[config.mk]
export PLATFORM = sky130hd
export DESIGN_NAME = wr_permit_guard
export DESIGN_NICKNAME = d
export VERILOG_FILES = /design/src/rtl/wr_permit_guard.sv
export SDC_FILE = /design/constraint.sdc
export NUM_CORES = 1
export LEC_CHECK = 0
export ABC_CLOCK_PERIOD_IN_PS = 2160
export BUFFER_PORTS_ARGS = -buffer_cell sky130_fd_sc_hd__buf_4
export CELL_PAD_IN_SITES_DETAIL_PLACEMENT = 0
export CELL_PAD_IN_SITES_GLOBAL_PLACEMENT = 1
export CORE_AREA = 5 5 63 65
export DETAILED_ROUTE_END_ITERATION = 16
export DIE_AREA = 0 0 68 70
export PLACE_DENSITY = 0.71
export SLEW_MARGIN = 15
export SYNTH_ARGS = -nofsm -noshare
export SYNTH_HDL_FRONTEND = slang
export SYNTH_SLANG_ARGS = --single-unit
[constraint.sdc]
create_clock -name clk -period 2.16 [get_ports clk]
set_clock_uncertainty 0.2 [all_clocks]
set_input_delay 0.108 -clock clk [delete_from_list [all_inputs] [get_ports clk]]
set_output_delay 0.108 -clock clk [all_outputs]
set_load 0.03 [all_outputs]
[src/rtl/wr_permit_guard.sv]
module wr_permit_guard #(
  parameter int ADDR_W      = 16,
  parameter int PERMIT_ADDR = 16'h00F0,
  parameter int WINDOW      = 64,
  parameter int NMI_LEN     = 4,
  parameter int CNT_W       = 8
) (
  input  logic              clk,
  input  logic              rst_n,
  input  logic              wr_stb,
  input  logic              is_io,
  input  logic [ADDR_W-1:0] addr,
  input  logic              stack_hit,
  output logic              mem_wr_o,
  output logic              io_wr_o,
  output logic              nmi_o,
  output logic [CNT_W-1:0]  viol_cnt_o
);
  localparam int TW = $clog2(WINDOW + 1);
  localparam int NW = $clog2(NMI_LEN + 1);

  logic          armed;
  logic [TW-1:0] tmr;
  logic [NW-1:0] nmi_left;

  logic permit_req, exempt, prot, expire, viol;

  assign permit_req = wr_stb & is_io & (addr == ADDR_W'(PERMIT_ADDR));
  assign exempt     = wr_stb & ~is_io & stack_hit;
  assign prot       = wr_stb & ~permit_req & ~exempt;
  assign expire     = armed & (tmr == TW'(1)) & ~prot & ~permit_req;
  assign viol       = (prot & ~armed) | expire;

  assign mem_wr_o = exempt | (prot & ~is_io & armed);
  assign io_wr_o  = prot & is_io & armed;
  assign nmi_o    = (nmi_left != '0);

  always_ff @(posedge clk) begin
    if (!rst_n) begin
      armed <= 1'b0;
      tmr   <= '0;
    end else if (permit_req) begin
      armed <= 1'b1;
      tmr   <= TW'(WINDOW);
    end else if (prot || expire) begin
      armed <= 1'b0;
      tmr   <= '0;
    end else if (armed) begin
      tmr   <= tmr - TW'(1);
    end
  end

  always_ff @(posedge clk) begin
    if (!rst_n)              nmi_left <= '0;
    else if (viol)           nmi_left <= NW'(NMI_LEN);
    else if (nmi_left != '0) nmi_left <= nmi_left - NW'(1);
  end

  always_ff @(posedge clk) begin
    if (!rst_n)                         viol_cnt_o <= '0;
    else if (viol && viol_cnt_o != '1)  viol_cnt_o <= viol_cnt_o + CNT_W'(1);
  end
endmodule


==> results.sh, run 1 <==
export IMPL_status="finished, violations left"
export IMPL_violations="setup timing"
export IMPL_cts_tree="yes"
export IMPL_multiInputGateArea_um2=651.9
export IMPL_holdCritStartpoint="addr[14]"
export IMPL_grt_antenna_before_repair=0
export IMPL_critPathArrivalTime_ps=2190
export IMPL_internal_power_uw=513.0
export IMPL_synth_compound_area_share_pct=12.38
export IMPL_clockRootBuffer="clkbuf_4"
export IMPL_drc=0
export IMPL_crit_end="viol_cnt_o[6]$_SDFFE_PN0P_"
export IMPL_netlist_area_um2=1061
export IMPL_regArea_um2=381.6
export IMPL_synth_distinct_cells=33
export IMPL_final_cell_mix="37 x buf_4, 18 x dfxtp_1, 14 x nand2_1, 12 x nor2_1, 9 x inv_1"
export IMPL_max_freq_mhz=456.3
export IMPL_critPathKind="flop to flop"
export IMPL_io_pins=32
export IMPL_switchingPower_uw=201.5
export IMPL_rsz0062_at_grt="yes"
export IMPL_vias=969
export IMPL_synth_area_per_cell_um2=8.557
export IMPL_synth_area_mux_share_pct=4.717
export IMPL_wl_per_cell_um=10.85
export IMPL_clk_pin_slew_ps=110
export IMPL_portBuffers=31
export IMPL_ys_seq_area_share_pct=35.85
export IMPL_hold_viol=0
export IMPL_setup_violations_final=3
export IMPL_numCtsBuffers=3
export IMPL_synth_cells=124
export IMPL_vias_per_cell=4.571
export IMPL_tightest_slew_ps=407.2
export IMPL_clk_path_buf_depth=2
export IMPL_min_path_cells=5
export IMPL_synth_fp_nets=151
export IMPL_start_kind="flop"
export IMPL_coreArea_um2=3284
export IMPL_r2r_end="viol_cnt_o[6]$_SDFFE_PN0P_"
export IMPL_clock_sinks=19
export IMPL_worst_slack_ps=-31.48
export IMPL_power_total_uw=714.4
export IMPL_n_fill_cell=340
export IMPL_synth_top_family_by_area="simple AND/OR/NAND/NOR gates"
export IMPL_crit_start="tmr[2]$_SDFFE_PP0P_"
export IMPL_power_frac_comb_pct=22.9
export IMPL_drv_slew=0
export IMPL_dieArea_um2=4760
export IMPL_place_gp_congestion=0.7268
export IMPL_die_y_um=70
export IMPL_crit_required_ps=2150
export IMPL_synthToLayoutAreaGrowth_pct=38.80
export IMPL_yosys_area_share_simple_pct=29.25
export IMPL_fin_nets=194
export IMPL_finalCritPeriodShare_pct=101.5
export IMPL_switching_share_pct=28.20
export IMPL_synth_fa_ha_area_share_pct=7.075
export IMPL_drt_pass1_iter_count=3
export IMPL_placed_cells=203
export IMPL_r2r_start="tmr[2]$_SDFFE_PP0P_"
export IMPL_path_max_fanout=6
export IMPL_finalCriticalPeriod_ps=2191
export IMPL_seq_power_share_pct=52.0
export IMPL_r2r_setup_slack_ps=-30
export IMPL_ys_ff_latch=19
export IMPL_layout_drive_gt1_share_pct=31.33
export IMPL_clkLatencyLatePin_ps=300
export IMPL_final_common_cell="buf_4"
export IMPL_grt_start_max_net_pins=18
export IMPL_synth_edff_count=0
export IMPL_clkPwrFrac_pct=25.1
export IMPL_ant_nets=0
export IMPL_ir_drop_uv=394.8
export IMPL_power_density_nw_per_um2=485.1
export IMPL_synth_ff_type="dfxtp_1"
export IMPL_synthXorXnorAreaFrac_pct=5.778
export IMPL_cts_htree_levels=1
export IMPL_row_count=21
export IMPL_grt_remaining_overflow=0
export IMPL_maxCapViolations=0
export IMPL_grt_usage_pct=10.13
export IMPL_fin_cells=212
export IMPL_start_util_pct=32.30
export IMPL_final_core_util_pct=44.84
export IMPL_end_kind="flop"
export IMPL_drtIter0Drc=27
export IMPL_async_reset_ff_share_pct=0
export IMPL_wl_um=2301
export IMPL_synth_warnings=0
export IMPL_hold_path_class="primary input to flop"
export IMPL_slew_headroom_pct=72.60
export IMPL_p_leak_nw=0.6231
export IMPL_reg2reg_depth=6
export IMPL_grt_pass1_vias=913
export IMPL_hpwl_um=1868
export IMPL_antenna_cells=0
export IMPL_grt_first_pass_wirelength_um=3815
export IMPL_die_w_um=68
[per-stage QoR]
step / cell area, um^2 / setup TNS (ps) / worst slack, ps / hold WS (ps)
finish: 1473 / -47.33 / -31.48 / 130.6
global route: 1473 / -358.9 / -86.70 / 168.3
CTS: 1445 / 0 / 7.796 / 122.8
detailed placement: 1370 / -200.6 / -69.34 / 255.4
global placement: 1370 / -2.430 / -2.430 / 245.8
floorplan: 1061 / 0 / 35.77 / 56.89
[worst min path at each step]
stage | slack [ps] | end
6_report | 130 | armed$_SDFFE_PN0P_
5_1_grt | 170 | armed$_SDFFE_PN0P_
3_3_place_gp | 250 | viol_cnt_o[6]$_SDFFE_PN0P_
3_5_place_dp | 260 | viol_cnt_o[6]$_SDFFE_PN0P_
2_1_floorplan | 60 | viol_cnt_o[1]$_SDFFE_PN0P_
4_1_cts | 120 | armed$_SDFFE_PN0P_
[registers in the layout, indices dropped and copies added (netlist names)]
register    flops
nmi_left        3
armed           1
viol_cnt_o      8
tmr             7
[layout make-up]
class                      instances  share of cell area (%)
clock buffer                       3                   1.529
clock inverter                     1                  0.3398
inverter                           9                   2.294
multi-input combinational         93                   44.27
sequential                        19                   25.91
tap                               46                   3.908
timing repair buffer              41                   21.75
[worst max-delay path: stages, from the launching register on]
cell and delay (ps):
dfxtp_2 330, or4_4 550, a2111oi_4 350, o22ai_4 150
buf_6 140, o41ai_1 300, a21oi_1 70
[timing repair]
| action | CTS | global route |
|---|---|---|
| resized for setup | 2 | 10 |
| pin swaps | 2 | 9 |
| endpoints found under the setup margin | 7 | 5 |
| hold buffers | 2 | 0 |
| buffers inserted | 3 | 0 |
| hold endpoints to repair | 13 | 0 |
[cell families (layout without fill, tap and decap cells)]
group | after synthesis | in the layout
XOR/XNOR | 7 | 7
buffers and inverters | 12 | 54
flip-flops | 19 | 19
AO/OA/AOI/OAI | 16 | 16
adder cells (fa/ha/maj) | 6 | 6
multiplexers | 5 | 5
AND/OR/NAND/NOR | 59 | 59
[Yosys cell counts, drive strengths merged, types with 4 or more instances]
library cell,number,area [um^2]
dfxtp,19,380.4
nand2,15,56.30
nor2,13,48.80
inv,9,33.78
a21boi,6,45.04
ha,6,75.07
mux2i,5,50.05
nand2b,5,31.28
nor4,4,25.02
xor2,4,35.03
[metal layers]
metal	track usage, %	vias to the layer above	part of all wire, %
met2	17.77	13	51
met3	3.365	2	4.7
met4	1.987	0	0.56
li1	-	506	-
met1	11.68	448	44
met5	0	-	0
[power groups by stage]
| stage | sequential, mW | combinational [mW] | clock [mW] |
|---|---|---|---|
| after floorplan | 0.384 | 0.0868 | 0 |
| after global placement | 0.378 | 0.147 | 0 |
| after detailed placement | 0.380 | 0.152 | 0 |
| after CTS | 0.372 | 0.161 | 0.187 |
| after global routing | 0.373 | 0.179 | 0.199 |
| final | 0.371 | 0.164 | 0.179 |
Power figures use the tool's default switching activity.
==> run 2: changes to the inputs <==
--- a/config.mk
+++ b/config.mk
@@ -5,7 +5,7 @@
 export SDC_FILE = /design/constraint.sdc
 export NUM_CORES = 1
 export LEC_CHECK = 0
-export ABC_CLOCK_PERIOD_IN_PS = 2160
+export ABC_CLOCK_PERIOD_IN_PS = 1800
 export BUFFER_PORTS_ARGS = -buffer_cell sky130_fd_sc_hd__buf_4
 export CELL_PAD_IN_SITES_DETAIL_PLACEMENT = 0
 export CELL_PAD_IN_SITES_GLOBAL_PLACEMENT = 1
@@ -17,3 +17,4 @@
 export SYNTH_ARGS = -nofsm -noshare
 export SYNTH_HDL_FRONTEND = slang
 export SYNTH_SLANG_ARGS = --single-unit
+export TNS_END_PERCENT = 1
==> constraint.sdc (replaced) <==
create_clock -name clk -period 1.8 [get_ports clk]
set_clock_uncertainty 0.2 [all_clocks]
set_input_delay 0.09 -clock clk [delete_from_list [all_inputs] [get_ports clk]]
set_output_delay 0.09 -clock clk [all_outputs]
set_load 0.03 [all_outputs]
==> run 2 against run 1 <==
Net effect:
- the run still ends with setup timing left
- setup slack got worse by 250 ps
- combinational power is 16% higher
- flip-flop and latch count is the same
- via count up 3.1%
- die area did not move
- critical endpoint is now viol_cnt_o[4]$_SDFFE_PN0P_
- largest cell class unchanged
- largest power group unchanged
==> results.sh, run 2 (synthesis gave the netlist of run 1 again) <==
export IMPL_internal_power_uw=610.5
export IMPL_numCtsBuffers=3
export IMPL_vias=999
export IMPL_drtIter0Drc=41
export IMPL_power_density_nw_per_um2=568.4
export IMPL_antenna_cells=0
export IMPL_cts_htree_levels=1
export IMPL_n_fill_cell=339
export IMPL_hold_ws_ps=99.59
export IMPL_final_cell_mix="44 x buf_4, 17 x dfxtp_1, 15 x nand2_1, 13 x nor2_1, 9 x inv_1"
export IMPL_hpwl_um=1932
export IMPL_switchingPower_uw=242.2
export IMPL_grt_remaining_overflow=0
export IMPL_critPathKind="flop to flop"
export IMPL_grt_pass1_vias=987
export IMPL_tightest_slew_ps=464.2
export IMPL_dpl_cell_area_um2=1439
export IMPL_drv_slew=0
export IMPL_tns_ps=-2207
export IMPL_multiInputGateArea_um2=648.1
export IMPL_portBuffers=31
export IMPL_placed_cells=211
export IMPL_p_leak_nw=0.6392
export IMPL_clk_pin_slew_ps=110
export IMPL_cts_setup_buffers=0
export IMPL_slew_headroom_pct=68.77
export IMPL_finalCriticalPeriod_ps=2081
export IMPL_clock_sinks=19
export IMPL_grt_antenna_before_repair=0
export IMPL_synthToLayoutAreaGrowth_pct=41.39
export IMPL_regMostFlops="viol_cnt_o"
export IMPL_grt_first_pass_wirelength_um=4043
export IMPL_worst_slack_ps=-280.6
export IMPL_violations="setup timing"
export IMPL_clockRootBuffer="clkbuf_4"
export IMPL_hold_viol=0
export IMPL_wl_um=2327
export IMPL_clk_path_buf_depth=2
export IMPL_rsz0062_at_grt="yes"
export IMPL_start_util_pct=32.30
export IMPL_cts_tree="yes"
export IMPL_start_kind="flop"
export IMPL_row_count=21
export IMPL_io_pins=32
export IMPL_place_gp_congestion=0.7535
export IMPL_drc=0
export IMPL_setup_violations_final=17
export IMPL_ir_drop_uv=322.5
export IMPL_maxCapViolations=0
export IMPL_clkLatencyLatePin_ps=290
export IMPL_crit_required_ps=1830
export IMPL_die_y_um=70
export IMPL_seq_power_share_pct=52.2
export IMPL_die_w_um=68
export IMPL_critPathArrivalTime_ps=2110
export IMPL_layout_drive_gt1_share_pct=33.92
export IMPL_drt_pass1_iter_count=4
export IMPL_end_kind="flop"
export IMPL_fin_cells=217
export IMPL_largest_register_ffs=8
export IMPL_status="finished, violations left"
export IMPL_dieArea_um2=4760
export IMPL_reg_top3="viol_cnt_o x8, tmr x7, nmi_left x3"
export IMPL_ant_nets=0
export IMPL_regArea_um2=382.9
export IMPL_grt_usage_pct=10.52
export IMPL_pre_cts_ws_ps=-296.6
export IMPL_hold_path_class="primary input to flop"
export IMPL_wl_per_cell_um=10.72
export IMPL_grt_start_max_net_pins=18
export IMPL_coreArea_um2=3284
export IMPL_fin_nets=199
export IMPL_power_frac_comb_pct=22.3
export IMPL_clkPwrFrac_pct=25.4
export IMPL_final_common_cell="buf_4"
export IMPL_finalCritPeriodShare_pct=115.6
export IMPL_switching_share_pct=28.40
export IMPL_fin_area_um2=1500
export IMPL_vias_per_cell=4.604
export IMPL_path_max_fanout=11
export IMPL_max_freq_mhz=480.6
run 2: cell type report:
cell class / instances / share of cell area (%)
clock buffer: 3 / 1.501
sequential: 19 / 25.52
multi-input combinational: 93 / 43.20
tap: 46 / 3.837
clock inverter: 1 / 0.3336
inverter: 9 / 2.252
timing repair buffer: 46 / 23.35
run 2: final timing paths:
kind	from	to	slack [ps]	cells past startpoint
setup / recovery	tmr[5]$_SDFFE_PP0P_	viol_cnt_o[4]$_SDFFE_PN0P_	-280	5
hold / removal	addr[9]	tmr[6]$_SDFFE_PN0P_	100	5
setup reg to reg	tmr[5]$_SDFFE_PP0P_	viol_cnt_o[4]$_SDFFE_PN0P_	-280	5
hold reg to reg	viol_cnt_o[5]$_SDFFE_PN0P_	viol_cnt_o[5]$_SDFFE_PN0P_	290	2
run 2: worst max-delay path, cell delays in order (launching register included):
cell	delay [ps]
dfxtp_2	340
or4_4	540
a2111oi_4	260
o22ai_4	180
or3_1	370
a21boi_1	140
run 2: through the flow:
step	utilization (%)	total power, mW
after floorplan	-	0.5660
after global placement	43.81	0.6334
after detailed placement	43.81	0.6419
after CTS	45.49	0.8674
after global routing	45.68	0.9018
final	45.68	0.8527
run 2: timing repair:
action,CTS,global route
hold buffers,2,0
endpoints found under the hold margin,13,0
setup endpoints to repair,18,20
cloned,0,0
resized for setup,3,2
pin swaps,3,2
run 2: metal layers:
metal	global-route usage, %	share of wire (%)
met1	11.67	42
met2	19.70	54
met3	1.923	3.2
met4	2.649	0.56
met5	0	0
run 2: power groups by stage:
stage	Combinational [mW]	Sequential, mW	Clock (mW)
detailed placement	0.187	0.455	0
global placement	0.179	0.454	0
global route	0.210	0.448	0.244
floorplan	0.105	0.461	0
finish	0.190	0.445	0.217
CTS	0.193	0.446	0.229
